<file path="src/rtl/lut5_pkg.sv">
package lut5_pkg;
    localparam int unsigned LUT_INPUTS = 5;
    localparam int unsigned TBL_BITS   = 1 << LUT_INPUTS;
    localparam int unsigned HALF_SEL   = LUT_INPUTS - 1;

    typedef logic [TBL_BITS-1:0] tbl_t;
    typedef logic [LUT_INPUTS-1:0] sel_t;
endpackage

</file>
<file path="src/rtl/lut5_table_reg.sv">
module lut5_table_reg
    import lut5_pkg::*;
#(
    parameter tbl_t INIT     = '0,
    parameter bit   CLK_FALL = 1'b0
) (
    input  logic clk,
    input  logic rst_n,
    input  logic shift_en,
    input  logic ser_in,
    output logic ser_out,
    output tbl_t tbl
);
    typedef struct packed {
        tbl_t bits;
    } tr_state_t;

    tr_state_t s_d, s_q;

    always_comb begin
        s_d = s_q;
        if (shift_en) begin
            s_d.bits = {s_q.bits[TBL_BITS-2:0], ser_in};
        end
    end

    generate
        if (CLK_FALL) begin : g_fall
            always_ff @(negedge clk or negedge rst_n) begin
                if (!rst_n) s_q.bits <= INIT;
                else        s_q      <= s_d;
            end
        end else begin : g_rise
            always_ff @(posedge clk or negedge rst_n) begin
                if (!rst_n) s_q.bits <= INIT;
                else        s_q      <= s_d;
            end
        end
    endgenerate

    assign ser_out = s_q.bits[TBL_BITS-1];
    assign tbl     = s_q.bits;
endmodule

</file>
<file path="src/rtl/lut5_read.sv">
module lut5_read
    import lut5_pkg::*;
(
    input  tbl_t tbl,
    input  sel_t sel,
    output logic out5,
    output logic out6
);
    logic [HALF_SEL-1:0] low_sel;

    always_comb begin
        low_sel = sel[HALF_SEL-1:0];
        out6    = tbl[sel];
        out5    = tbl[{1'b0, low_sel}];
    end
endmodule

</file>
<file path="src/rtl/lut5_cell.sv">
module lut5_cell
    import lut5_pkg::*;
#(
    parameter tbl_t INIT     = '0,
    parameter bit   CLK_FALL = 1'b0
) (
    input  logic clk,
    input  logic rst_n,
    input  logic shift_en,
    input  logic casc_in,
    output logic casc_out,
    input  sel_t sel,
    output logic out5,
    output logic out6,
    output tbl_t tbl
);
    tbl_t tbl_w;

    lut5_table_reg #(.INIT(INIT), .CLK_FALL(CLK_FALL)) i_table (
        .clk      (clk),
        .rst_n    (rst_n),
        .shift_en (shift_en),
        .ser_in   (casc_in),
        .ser_out  (casc_out),
        .tbl      (tbl_w)
    );

    lut5_read i_read (
        .tbl  (tbl_w),
        .sel  (sel),
        .out5 (out5),
        .out6 (out6)
    );

    assign tbl = tbl_w;
endmodule

</file>
<file path="src/rtl/lut5_load_ctrl.sv">
module lut5_load_ctrl #(
    parameter int unsigned TOTAL    = 64,
    parameter bit          CLK_FALL = 1'b0
) (
    input  logic clk,
    input  logic rst_n,
    input  logic shift_en,
    input  logic load_start,
    output logic busy,
    output logic done
);
    localparam int unsigned CW = (TOTAL > 1) ? $clog2(TOTAL) : 1;
    localparam logic [CW-1:0] LAST = CW'(TOTAL - 1);

    typedef struct packed {
        logic [CW-1:0] cnt;
        logic          busy;
        logic          done;
    } lc_state_t;

    lc_state_t s_d, s_q;

    always_comb begin
        s_d      = s_q;
        s_d.done = 1'b0;
        if (load_start) begin
            s_d.busy = 1'b1;
            s_d.cnt  = '0;
        end else if (s_q.busy && shift_en) begin
            if (s_q.cnt == LAST) begin
                s_d.busy = 1'b0;
                s_d.done = 1'b1;
                s_d.cnt  = '0;
            end else begin
                s_d.cnt = s_q.cnt + 1'b1;
            end
        end
    end

    generate
        if (CLK_FALL) begin : g_fall
            always_ff @(negedge clk or negedge rst_n) begin
                if (!rst_n) s_q <= '0;
                else        s_q <= s_d;
            end
        end else begin : g_rise
            always_ff @(posedge clk or negedge rst_n) begin
                if (!rst_n) s_q <= '0;
                else        s_q <= s_d;
            end
        end
    endgenerate

    assign busy = s_q.busy;
    assign done = s_q.done;
endmodule

</file>
<file path="src/rtl/lut5_shift_chain.sv">
module lut5_shift_chain
    import lut5_pkg::*;
#(
    parameter int unsigned                     N_CELLS   = 2,
    parameter logic [N_CELLS*TBL_BITS-1:0]     CELL_INIT = '0,
    parameter bit                              CLK_FALL  = 1'b0
) (
    input  logic                          clk,
    input  logic                          rst_n,
    input  logic                          shift_en,
    input  logic                          ser_in,
    output logic                          ser_out,
    input  logic [N_CELLS*LUT_INPUTS-1:0] lut_in,
    output logic [N_CELLS-1:0]            out5,
    output logic [N_CELLS-1:0]            out6,
    input  logic                          load_start,
    output logic                          load_busy,
    output logic                          load_done
);
    localparam int unsigned CHAIN_BITS = N_CELLS * TBL_BITS;

    logic [N_CELLS:0]        casc;
    logic [CHAIN_BITS-1:0]   tbl_all;

    assign casc[0] = ser_in;

    generate
        for (genvar k = 0; k < N_CELLS; k++) begin : g_cell
            tbl_t cell_tbl;
            lut5_cell #(
                .INIT     (CELL_INIT[k*TBL_BITS +: TBL_BITS]),
                .CLK_FALL (CLK_FALL)
            ) i_cell (
                .clk      (clk),
                .rst_n    (rst_n),
                .shift_en (shift_en),
                .casc_in  (casc[k]),
                .casc_out (casc[k+1]),
                .sel      (lut_in[k*LUT_INPUTS +: LUT_INPUTS]),
                .out5     (out5[k]),
                .out6     (out6[k]),
                .tbl      (cell_tbl)
            );
            assign tbl_all[k*TBL_BITS +: TBL_BITS] = cell_tbl;
        end
    endgenerate

    assign ser_out = casc[N_CELLS];

    lut5_load_ctrl #(.TOTAL(CHAIN_BITS), .CLK_FALL(CLK_FALL)) i_load (
        .clk        (clk),
        .rst_n      (rst_n),
        .shift_en   (shift_en),
        .load_start (load_start),
        .busy       (load_busy),
        .done       (load_done)
    );
endmodule

</file>
<file path="config.mk">
export PLATFORM = sky130hd
export DESIGN_NAME = lut5_shift_chain
export DESIGN_NICKNAME = d
export VERILOG_FILES = /design/src/rtl/lut5_pkg.sv /design/src/rtl/lut5_table_reg.sv /design/src/rtl/lut5_read.sv /design/src/rtl/lut5_cell.sv /design/src/rtl/lut5_load_ctrl.sv /design/src/rtl/lut5_shift_chain.sv
export SDC_FILE = /design/constraint.sdc
export NUM_CORES = 1
export LEC_CHECK = 0
export BUFFER_PORTS_ARGS = -buffer_cell sky130_fd_sc_hd__buf_4
export CORE_ASPECT_RATIO = 1.1
export CORE_MARGIN = 4
export CORE_UTILIZATION = 50
export DETAILED_ROUTE_END_ITERATION = 8
export MAX_ROUTING_LAYER = met4
export PLACE_DENSITY = 0.7
export SLEW_MARGIN = 20
export SYNTH_ARGS = -nofsm -noshare
export SYNTH_HDL_FRONTEND = slang
export SYNTH_HIERARCHICAL = 1
export SYNTH_SLANG_ARGS = --single-unit
</file>
<file path="constraint.sdc">
create_clock -name clk -period 1.4 [get_ports clk]
set_input_delay 0.14 -clock clk [delete_from_list [all_inputs] [get_ports clk]]
set_output_delay 0.14 -clock clk [all_outputs]
set_load 0.01 [all_outputs]
</file>
# [Word-level counts from Yosys, hierarchy flattened]
# Index checks and enable logic that the tools add are counted.
[word_totals] ff_bits=72 latch_bits=0 mem_bits_rw=0 rom_bits=0 input_bits=15 out_inout_bits=7 wordCells=28 n_memories=0
[op_classes] add_sub_neg=1 multipliers=0 div=0 magnitude_cmp=4 eq_ne=1 shifts=0 muxes=13 bitwise=0 reduce_logical=4
[op_table] op="$lt 4x6->1 const B" n=2
[op_table] op="$lt 5x6->1 const B" n=2
[op_table] op="$bmux 1 s5" n=2
[op_table] op="$bmux 1 s4" n=2
[op_table] op="$mux 8" n=1
[op_table] op="$mux 7" n=1
[op_table] op="$add 6x1->6 const B" n=1
[op_table] op="$eq 6x6->1 const B" n=1
[op_table] op="$mux 6" n=1
[op_table] op="$mux 1" n=5
[op_table] op="$reduce_bool 2->1" n=2
[op_table] op="$mux 2" n=1
[op_table] op="$reduce_and 2->1" n=1
[op_table] op="$logic_and 1x1->1" n=1

# [Depth between registers and ports, before layout]
# Gate-level depths: netlist of run 1.
[depth] depth_word=4 ltp_mapped=5 mapped_depth_nobuf=4

# [Hierarchy]
# The synthesis of run 1 kept the hierarchy.
[by_module_without_submodules] mod="lut5_table_reg" instances=2 cells_per_inst=69 area_each_um2=1352.5 seq_area_each_um2=800.8
[by_module_without_submodules] mod="lut5_read" instances=2 cells_per_inst=30 area_each_um2=325.3 seq_area_each_um2=0.0
[by_module_without_submodules] mod="lut5_load_ctrl" instances=1 cells_per_inst=42 area_each_um2=395.4 seq_area_each_um2=200.2

# [Worst setup path before layout of run 1]
# Ideal clock, no wire load.
[synth_timing] path_type="flip-flop to output port" startpoint="reg g_cell[1].i_cell.i_table.s_q (netlist bit g_cell[1].i_cell/i_table/tbl[31])" endpoint="out out6[1]" arrival_ns=1.333 required_ns=1.260 setup_slack_ns=-0.073 stages_incl_launch_ff=6 path_buffers=1 path_cell_list="dfrtp_1 > buf_4 > mux4_1 > a2bb2oi_1 > nand4_1 > nand4_1"
[synth_via] elab_chain_cells=2
[synth_lines] element="start: declaration" line="lut5_table_reg.sv:18" text="tr_state_t s_d, s_q;"
[synth_lines] element="$bmux 1 s5" line="lut5_read.sv:13" text="out6 = tbl[sel];"
[synth_lines] element="$mux 1 (not written as such)" line="lut5_read.sv:13"
[synth_lines] element="end: declaration" line="lut5_shift_chain.sv:15" text="output logic [N_CELLS-1:0] out6,"
# No other way between the ends. The select of a mux whose other input is x is not followed.

# [Worst setup path in the final report of run 1]
[layout_timing] startpoint="reg g_cell[0].i_cell.i_table.s_q (netlist bit g_cell[0].i_cell/i_table/tbl[13])" endpoint="out out6[0]"
[layout_via] elab_chain_cells=2
[layout_lines] element="start: declaration" line="lut5_table_reg.sv:18"
[layout_lines] element="$bmux 1 s5" line="lut5_read.sv:13"
[layout_lines] element="$mux 1 (not written as such)" line="lut5_read.sv:13"
# No other way between the ends. The select of a mux whose other input is x is not followed.

==> key figures, run 1 <==
Run status
  – Outcome: finished with violations
  – Violated checks: setup timing

Clocking
  – CTS tree: yes
  – Total CTS buffers: 9
  – Max clock buf depth: 2
  – Worst skew pair latency: 0.34 ns
  – Sink Count: 72
  – Clk pin slew, worst setup/hold paths: 0.08 ns
  – Root buf cell: clkbuf_8
  – CTS H-tree lvls: 3

Place
  – DP Cell Count: 395
  – Area post-placement: 4340 sq um
  – PortBufs: 21
  – Routability cong.: 0.795
  – Hpwl dp: 4890 microns
  – Place WS: -0.220 ns

Floorplanning
  – Total Die Area: 8950 sq um
  – Die Ht: 98.8 microns
  – Initial Util: 52.3%
  – Die Wd: 90.6 microns
  – Number of I/O pins: 22
  – Core area: 7170 sq um
  – Num rows: 32

STA
  – Final hold vios: 0
  – Final setup viols: 4
  – Setup Skew: 0.00849 ns
  – Fin. max-slew vios: 0
  – Slew headroom: 81.2%
  – PnR worst setup slack: -0.590 ns
  – Final period utilization: 142%
  – Slew @ Worst Pin: 0.280 ns
  – F_max: 503 MHz
  – RSZ-0062 raised after global routing: yes
  – Min cycle time layout: 1.99 ns

Logic synthesis
  – Main synth FF type: dfrtp_1
  – Synth Warn #: 6
  – Yosys cell types: 33
  – Syn Inst Count: 240
  – Register bit total from synthesis: 72
  – Cell with the most instances after synthesis: dfrtp_1
  – Syn Nets: 256
  – Ys async rst share: 100%
  – Share of the synthesized area in the top cell type: 48.0%
  – Post-synthesis sequential area ratio: 48.0%
  – Yosys top cell by area: dfrtp_1
  – Synth top area cells: dfrtp_1 (48%), mux2_4 (24%), mux4_1 (5.6%)
  – Netlist Area Pre-Place: 3750 sq um
  – Post-Syn Area per Cell: 15.6 sq um
  – Post-synth EDFFs: 0
  – Post-synth top cells: dfrtp_1 (72), mux2_4 (60), mux2i_1 (10)

Finish
  – Diode count: 0
  – Final Util: 65.5%
  – Share of cells above drive strength 1: 57.8%
  – Syn-to-layout area delta: 25.1%
  – Fin area: 4690 sq um
  – Fin nets: 350
  – Fin cells: 424

Pwr
  – Power Density: 1370 nW/um^2
  – Switching power: 1600 uW
  – Reg power frac: 41.9%
  – Internal: 4810 uW
  – Pwr Total: 6410 uW
  – Switching Share: 24.9%
  – Clk network pwr share: 31.3%
  – Combinational share of power: 26.8%
  – Leakage: 0.00237 uW
  – Peak VDD IR: 1.02 mV

GRT
  – GRT Total Usage: 17.2%
  – GR Overflow Total: 0
  – Antenna violations before repair: 0
  – First-pass GRT wire length: 11700 microns
  – Pin count of the biggest net entering global routing: 44
  – Vias in the first global route: 2415

Job
  – Max Cap Viol: 0

Worst setup path
  – Crit path max-delay family: multiplexers
  – Buf/Inv on CP: 1
  – CP Class: flip-flop to output pin
  – Startpoint types: flip-flop
  – Crit path max fanout: 2
  – Slowest CP cell: mux4_2
  – CP Data Arrival Time: 1.85 ns
  – Critical path, cell by cell: mux4_2 -> mux2_4 -> nand3_2 -> nand4_1 -> buf_4
  – Max incr delay on CP: 0.49 ns
  – Required @ worst endpoint: 1.26 ns
  – Critical path endpoint category: output pin

Min path
  – Worst min path class: input port to flip-flop

Route
  – Wirelength, routed: 7160 microns
  – DRC viols: 0
  – Via count: 2279
  – Vias per cell: 5.38
  – DRT Pass-1 Iters: 4
  – Detailed Route Iter0 Violations: 91
  – ANT nets after route: 0
  – DR WL/cell: 16.9 microns
==> power groups by stage <==
| stage | Combinational [uW] | Clock (uW) | Sequential, uW |
|---|---|---|---|
| final | 1720 | 2010 | 2690 |
| after global routing | 1850 | 2120 | 2740 |
| after floorplan | 965 | 0 | 2680 |
| after CTS | 1720 | 2050 | 2690 |
| after global placement | 1640 | 0 | 2710 |
| after detailed placement | 1680 | 0 | 2720 |
==> registers in the layout, indices dropped and copies added, names as in the netlist <==
signal                     flops
g_cell.i_cell/i_table/tbl     64
i_load/s_q                     6
i_load/busy                    1
i_load/done                    1
==> final cells by class <==
cell class / count / area (sq um)
Multi-Input combinational cell: 148 / 1720
Tap cell: 85 / 106
Clock inverter: 6 / 115
Fill cell: 507 / 2480
Timing Repair Buffer: 98 / 803
Inverter: 5 / 18.8
Clock buffer: 10 / 128
Sequential cell: 72 / 1800
==> repair_timing <==
action | 4_1_cts | 5_1_grt
setup endpoints to repair | 4 | 4
endpoints found under the hold margin | 78 | 0
gates resized for setup | 4 | 3
buffers inserted | 7 | 4
pin swaps | 4 | 1
hold buffers | 2 | 0
==> per-stage QoR <==
stage | TNS (ns) | hold WS [ns]
floorplan | -0.0907 | -0.156
global placement | -0.678 | 0.0249
detailed placement | -0.736 | 0.0267
CTS | -2.26 | 0.00623
global route | -2.42 | 0.0198
finish | -2.18 | 0.0272
==> kinds of logic after synthesis <==
kind of cell | Yosys count | synth area share [%]
mux | 88 | 36.5
flops | 72 | 48.0
simple gates | 42 | 6.17
buf+inv | 20 | 6.00
compound gates | 16 | 2.74
xor+xnor | 1 | 0.234
fa+ha+maj | 1 | 0.334
==> cell usage in the layout (no fill, tap or decap), drive strengths merged, types with 7 or more instances in the layout <==
master,count
buf,96
clkbuf,10
dfrtp,72
inv,7
mux2,66
mux2i,10
mux4,12
nand2,10
nand3,9
==> per-layer routing <==
metal / GRT usage, % / share of wire, % / vias up
li1: - / - / 1069
met1: 22.3 / 45 / 1136
met2: 27.0 / 50 / 64
met3: 2.52 / 4.2 / 10
met4: 7.42 / 1.3 / 0
met5: - / 0 / -
==> final timing paths <==
kind	start	endpoint	slack [ns]	cells past startpoint
setup reg to reg	i_load/s_q[2]$_DFFE_PN0P_	i_load/s_q[6]$_DFFE_PN0P_	0.10	4
hold reg to reg	g_cell[0].i_cell/i_table/tbl[29]$_DFFE_PN0P_	g_cell[0].i_cell/i_table/tbl[30]$_DFFE_PN0P_	0.54	1
max in group asynchronous	rst_n	g_cell[0].i_cell/i_table/tbl[9]$_DFFE_PN0P_	0.70	3
min in group asynchronous	rst_n	g_cell[1].i_cell/i_table/tbl[7]$_DFFE_PN0P_	0.19	2
setup / recovery	g_cell[0].i_cell/i_table/tbl[13]$_DFFE_PN0P_	out6[0]	-0.59	5
hold / removal	ser_in	g_cell[0].i_cell/i_table/tbl[0]$_DFFE_PN0P_	0.03	2
==> worst reg2reg max path: stages (launching register included) <==
cell and delay [ns]:
dfrtp_1 0.38, ha_1 0.18, nand2_1 0.14, or3_1 0.37, a21oi_1 0.16
(Power assumes the default switching activity.)
==> run 2, diff against run 1 <==
--- a/config.mk
+++ b/config.mk
@@ -6,7 +6,7 @@
 export NUM_CORES = 1
 export LEC_CHECK = 0
 export BUFFER_PORTS_ARGS = -buffer_cell sky130_fd_sc_hd__buf_4
-export CORE_ASPECT_RATIO = 1.1
+export CORE_ASPECT_RATIO = 1.75
 export CORE_MARGIN = 4
 export CORE_UTILIZATION = 50
 export DETAILED_ROUTE_END_ITERATION = 8
==> key figures, run 2 (synthesis gave the netlist of run 1 again) <==
Place
  – Routability cong.: 0.870 (+9.4%)
  – Place WS: -0.227 ns (-0.00658 ns)
  – PortBufs: 21 (unchanged)
  – Hpwl dp: 5330 microns (+9.1%)

STA
  – Slew @ Worst Pin: 0.466 ns (+0.187 ns)
  – Min cycle time layout: 2.00 ns (+0.00691 ns)
  – Final period utilization: 143% (+0.49 points)
  – Fin. max-slew vios: 0 (unchanged)
  – PnR worst setup slack: -0.597 ns (-0.00691 ns)
  – Final setup viols: 4 (unchanged)
  – Worst hold slack: 0.0292 ns (+0.00200 ns)
  – F_max: 501 MHz (-0.35%)
  – Setup Skew: 0.00574 ns (-0.00275 ns)
  – RSZ-0062 raised after global routing: yes
  – Final hold vios: 0 (unchanged)
  – Slew headroom: 68.9% (-12 points)

Floorplanning
  – Num rows: 41 (+28%)
  – Die Ht: 123 microns (+24%)
  – Total Die Area: 9010 sq um (+0.59%)
  – Core area: 7280 sq um (+1.6%)
  – Number of I/O pins: 22 (unchanged)
  – Die Wd: 73.5 microns (-19%)
  – Initial Util: 51.5% (-0.85 points)

Finish
  – Syn-to-layout area delta: 24.8%
  – Commonest non-fill, non-tap cells in the layout: buf_4 (90), dfrtp_1 (72), mux2_4 (62), mux4_2 (11), mux2i_1 (10)
  – Largest register FFs: 64 (unchanged)
  – Leading cell type in the layout, fill and taps excluded: buf_4
  – Diode count: 0 (unchanged)
  – Fin nets: 346 (-1.1%)
  – Share of cells above drive strength 1: 57.6% (-0.21 points)

Route
  – Via count: 2276 (-0.13%)
  – Met2 Wirelength: 4180 microns (+18%)
  – DRC viols: 0 (unchanged)
  – DRT Pass-1 Iters: 4 (unchanged)
  – Wirelength, routed: 7460 microns (+4.2%)
  – Highest metal used: met4
  – WL met3: 199 microns (-34%)
  – DR WL/cell: 17.7 microns (+5.0%)
  – Detailed Route Iter0 Violations: 110 (+21%)
  – ANT nets after route: 0 (unchanged)
  – Vias per cell: 5.41 (+0.58%)
  – Met1 WL: 2870 microns (-10%)

Worst setup path
  – R2R depth: 4 (unchanged)
  – Critical path endpoint category: output pin
  – CP Class: flip-flop to output pin
  – Startpoint types: flip-flop
  – CP Data Arrival Time: 1.86 ns (about the same)
  – Crit path max fanout: 2 (unchanged)
  – Required @ worst endpoint: 1.26 ns (about the same)

Pwr
  – Leakage: 0.00236 uW (-0.28%)
  – Power Density: 1450 nW/um^2 (+5.7%)
  – Peak VDD IR: 1.34 mV (+31%)

Run status
  – Violated checks: setup timing
  – Outcome: finished with violations

Clocking
  – Clk pin slew, worst setup/hold paths: 0.06 ns (-0.02 ns)
  – Max clock buf depth: 2 (unchanged)
  – Worst skew pair latency: 0.34 ns (about the same)
  – CTS H-tree lvls: 3 (unchanged)
  – Total CTS buffers: 9 (unchanged)
  – CTS tree: yes
  – Root buf cell: clkbuf_16
  – Sink Count: 72 (unchanged)

Job
  – Max Cap Viol: 0 (unchanged)

Min path
  – Worst min path class: input port to flip-flop
  – Hold Crit Depth: 2 (unchanged)

GRT
  – GR Overflow Total: 0 (unchanged)
  – Pin count of the biggest net entering global routing: 37 (-16%)
  – Vias in the first global route: 2516 (+4.2%)
  – GRT Total Usage: 18.9% (+1.7 points)
  – Antenna violations before repair: 0 (unchanged)
  – First-pass GRT wire length: 12300 microns (+4.6%)
[run 2: cell count changes in the layout (fill, tap and decap cells not counted)]
cell,delta
buf_12,-2
buf_4,-1
bufinv_16,-2
clkbuf_16,+9
clkbuf_8,-8
clkinv_2,+2
clkinv_4,+1
dlygate4sd3_1,-1
inv_6,-2
mux2i_1,+1
mux2i_2,-1
mux4_1,-1
mux4_2,+1
[run 2: power breakdown]
part | internal [uW] | switching [uW] | leakage (uW)
combinational | 1210 | 557 | 0.00127
clock | 1420 | 848 | 0.000145
sequential | 2450 | 280 | 0.000950
total | 5080 | 1690 | 0.00236
[run 2: critical path, stage by stage (launching register included)]
cell	delay, ns
dfrtp_1	0.40
mux4_2	0.48
mux2_4	0.29
nand3_2	0.06
nand4_1	0.13
buf_4	0.17
[run 2: layout make-up]
cell class	instances	area, sq um
well taps	86	108
inverters	5	18.8
multi-input cells	148	1710
repair buffers	94	746
fillers	531	2600
clock inverters	5	56.3
clock buffers	11	243
flip-flops and latches	72	1800
[run 2: worst paths after layout]
| path | slack, ns | to | startpoint |
|---|---|---|---|
| max | -0.60 | out6[0] | g_cell[0].i_cell/i_table/tbl[15]$_DFFE_PN0P_ |
| min in group asynchronous | 0.30 | i_load/s_q[5]$_DFFE_PN0P_ | rst_n |
| min | 0.03 | i_load/s_q[5]$_DFFE_PN0P_ | load_start |
| max in group asynchronous | 0.60 | g_cell[0].i_cell/i_table/tbl[19]$_DFFE_PN0P_ | rst_n |
| max reg2reg | 0.15 | i_load/s_q[6]$_DFFE_PN0P_ | i_load/s_q[2]$_DFFE_PN0P_ |
| min reg2reg | 0.54 | g_cell[1].i_cell/i_table/tbl[19]$_DFFE_PN0P_ | g_cell[1].i_cell/i_table/tbl[18]$_DFFE_PN0P_ |
[run 2: metal layers]
layer  vias up  global-route usage [%]
li1       1064                       -
met1      1155                    19.9
met2        40                    32.9
met3        17                    3.20
met4         0                    9.64
met5         -                       -
[run 2: timing repair]
| item | CTS | global route |
|---|---|---|
| pin swaps | 5 | 1 |
| setup buffers | 2 | 4 |
| hold buffers | 1 | 0 |
| gates resized for setup | 6 | 1 |
| hold endpoints to repair | 31 | 0 |
| setup endpoints to repair | 4 | 4 |
[run 2: stage by stage]
stage          area [sq um]  TNS, ns  power, uW  utilization [%]  instances
2_1_floorplan          3740  -0.0907       3650                -        240
3_3_place_gp           4340   -0.699       4350             59.5        398
3_5_place_dp           4340   -0.745       4400             59.5        398
4_1_cts                4650    -2.16       6780             63.8        417
5_1_grt                4680    -2.35       7080             64.3        421
6_report               4680    -2.13       6770             64.3        421
==> run 3, diff against run 2 <==
--- a/config.mk
+++ b/config.mk
@@ -7,11 +7,11 @@
 export LEC_CHECK = 0
 export BUFFER_PORTS_ARGS = -buffer_cell sky130_fd_sc_hd__buf_4
 export CORE_ASPECT_RATIO = 1.75
-export CORE_MARGIN = 4
-export CORE_UTILIZATION = 50
+export CORE_UTILIZATION = 55
+export CTS_CLUSTER_DIAMETER = 50
 export DETAILED_ROUTE_END_ITERATION = 8
 export MAX_ROUTING_LAYER = met4
-export PLACE_DENSITY = 0.7
+export PLACE_DENSITY = 0.76
 export SLEW_MARGIN = 20
 export SYNTH_ARGS = -nofsm -noshare
 export SYNTH_HDL_FRONTEND = slang
==> key figures, run 3 (synthesis gave the netlist of run 1 again) <==
Clocking
  – Root buf cell: clkbuf_16
  – Total CTS buffers: 9 (unchanged)
  – CTS H-tree lvls: 3 (unchanged)
  – Worst skew pair latency: 0.34 ns (about the same)
  – Sink Count: 72 (unchanged)
  – Max clock buf depth: 2 (unchanged)
  – CTS tree: yes
  – Clk pin slew, worst setup/hold paths: 0.06 ns (about the same)

STA
  – Fin. max-slew vios: 0 (unchanged)
  – Final period utilization: 142% (-0.59 points)
  – F_max: 503 MHz (+0.42%)
  – Setup Skew: 0.00670 ns (+0.000958 ns)
  – Slew headroom: 69.9% (+1.0 points)
  – Final hold vios: 0 (unchanged)
  – Min cycle time layout: 1.99 ns (-0.00829 ns)
  – PnR worst setup slack: -0.588 ns (+0.00829 ns)
  – Final setup viols: 4 (unchanged)
  – RSZ-0062 raised after global routing: yes
  – Worst hold slack: 0.0206 ns (-0.00861 ns)
  – Slew @ Worst Pin: 0.451 ns (-0.0153 ns)
  – Setup_tns: -2.13 ns (+0.000810 ns)

GRT
  – GR Overflow Total: 0 (unchanged)
  – First-pass GRT wire length: 12500 microns (+1.9%)
  – Vias in the first global route: 2498 (-0.72%)
  – Antenna violations before repair: 0 (unchanged)
  – GRT Total Usage: 24.6% (+5.7 points)
  – Pin count of the biggest net entering global routing: 33 (-11%)

Finish
  – Share of cells above drive strength 1: 57.8% (+0.22 points)
  – Leading cell type in the layout, fill and taps excluded: buf_4
  – Fin nets: 343 (-0.87%)
  – Fin cells: 414 (-1.7%)
  – Largest register FFs: 64 (unchanged)
  – Diode count: 0 (unchanged)
  – Final Util: 72.7% (+8.4 points)
  – Commonest non-fill, non-tap cells in the layout: buf_4 (85), dfrtp_1 (72), mux2_4 (62), mux4_2 (10)
  – Syn-to-layout area delta: 26.8%

Pwr
  – Reg power frac: 38.3% (-2.1 points)
  – Switching power: 1670 uW (-0.97%)
  – Clk network pwr share: 38.0% (+4.5 points)
  – Leakage: 0.00239 uW (+1.3%)
  – Power Density: 1490 nW/um^2 (+3.2%)
  – Combinational share of power: 23.7% (-2.4 points)
  – Internal: 5420 uW (+6.7%)
  – Peak VDD IR: 1.21 mV (-9.5%)
  – Switching Share: 23.5% (-1.4 points)

Floorplanning
  – Num rows: 39 (-4.9%)
  – Number of I/O pins: 22 (unchanged)
  – Die Ht: 111 microns (-9.2%)
  – Core area: 6540 sq um (-10%)
  – Initial Util: 57.4% (+5.9 points)
  – Die Wd: 64.4 microns (-12%)
  – Total Die Area: 7170 sq um (-20%)

Run status
  – Violated checks: setup timing
  – Outcome: finished with violations

Route
  – ANT nets after route: 0 (unchanged)
  – Vias per cell: 5.48 (+1.3%)
  – Wirelength, routed: 7550 microns (+1.2%)
  – DRT Pass-1 Iters: 4 (unchanged)
  – Via count: 2268 (-0.35%)
  – DRC viols: 0 (unchanged)
  – DR WL/cell: 18.2 microns (+2.9%)
  – Detailed Route Iter0 Violations: 100 (-9.1%)

Worst setup path
  – Max incr delay on CP: 0.48 ns (about the same)
  – Levels on crit path: 5 (unchanged)
  – Critical path, cell by cell: mux4_2 -> mux2_4 -> nand3_2 -> nand4_1 -> buf_4
  – Critical path endpoint category: output pin
  – Crit path max fanout: 2 (unchanged)
  – R2R depth: 4 (unchanged)
  – Startpoint types: flip-flop
  – Buf/Inv on CP: 1 (unchanged)
  – Slowest CP cell: mux4_2
  – CP Data Arrival Time: 1.85 ns (about the same)
  – Crit path max-delay family: multiplexers
  – Required @ worst endpoint: 1.26 ns (about the same)
  – CP Class: flip-flop to output pin

Place
  – Place WS: -0.234 ns (-0.00693 ns)
  – Routability cong.: 0.801 (-7.9%)
  – Hpwl dp: 5420 microns (+1.6%)
  – DP Cell Count: 392 (-1.5%)
  – PortBufs: 21 (unchanged)

Min path
  – Worst min path class: input port to flip-flop
  – Hold Crit Depth: 2 (unchanged)

Job
  – Max Cap Viol: 0 (unchanged)
[run 3: cell types whose count changed in the layout (fill, tap and decap cells not counted), sizes merged]
| cell | change |
|---|---|
| buf | -3 |
| bufinv | +2 |
| clkinv | -2 |
[run 3: layer usage]
metal / track usage, % / wire [microns] / vias to the layer above
met5: - / 0 / -
met4: 10.7 / 184 / 0
met3: 5.97 / 195 / 15
met2: 41.3 / 4190 / 40
met1: 27.2 / 2970 / 1153
li1: - / - / 1060
[run 3: timing repair]
action / in CTS / in global routing
setup endpoints to repair: 4 / 5
hold buffers: 1 / 0
gates resized for setup: 6 / 4
endpoints found under the hold margin: 29 / 0
pin swaps: 5 / 2
setup buffers: 4 / 1
[run 3: path summary, 6_finish.rpt]
kind,to,from,slack [ns]
hold reg to reg,g_cell[0].i_cell/i_table/tbl[30]$_DFFE_PN0P_,g_cell[0].i_cell/i_table/tbl[29]$_DFFE_PN0P_,0.53
max in group asynchronous,g_cell[0].i_cell/i_table/tbl[3]$_DFFE_PN0P_,rst_n,0.61
setup reg to reg,i_load/s_q[6]$_DFFE_PN0P_,i_load/s_q[2]$_DFFE_PN0P_,0.14
hold / removal,i_load/s_q[7]$_DFFE_PN0P_,load_start,0.02
min in group asynchronous,g_cell[1].i_cell/i_table/tbl[10]$_DFFE_PN0P_,rst_n,0.29
setup / recovery,out6[0],g_cell[0].i_cell/i_table/tbl[13]$_DFFE_PN0P_,-0.59
[run 3: power by group through the flow]
stage	clock [uW]	sequential (uW)	combinational, uW
after floorplan	0	2680	965
after global placement	0	2730	1620
after detailed placement	0	2740	1670
after CTS	2750	2720	1680
after global routing	2840	2750	1790
final	2700	2710	1680
[run 3: layout make-up]
| type | instances | area (sq um) |
|---|---|---|
| sequential | 72 | 1800 |
| fill | 428 | 1780 |
| multi-input combinational | 148 | 1730 |
| timing repair buffer | 91 | 748 |
| clock buffer | 11 | 253 |
| clock inverter | 5 | 103 |
| tap | 82 | 103 |
| inverter | 5 | 18.8 |
[run 3: per-stage QoR]
step           power, uW  instance area, sq um
5_1_grt             7380                  4750
6_report            7090                  4750
2_1_floorplan       3650                  3740
3_3_place_gp        4340                  4340
4_1_cts             7150                  4730
3_5_place_dp        4410                  4340
[run 3: worst reg2reg max path: stages, from the launching register on]
cell	delay [ns]
dfrtp_1	0.38
ha_1	0.21
nand2_2	0.11
or3_1	0.35
a21oi_1	0.14
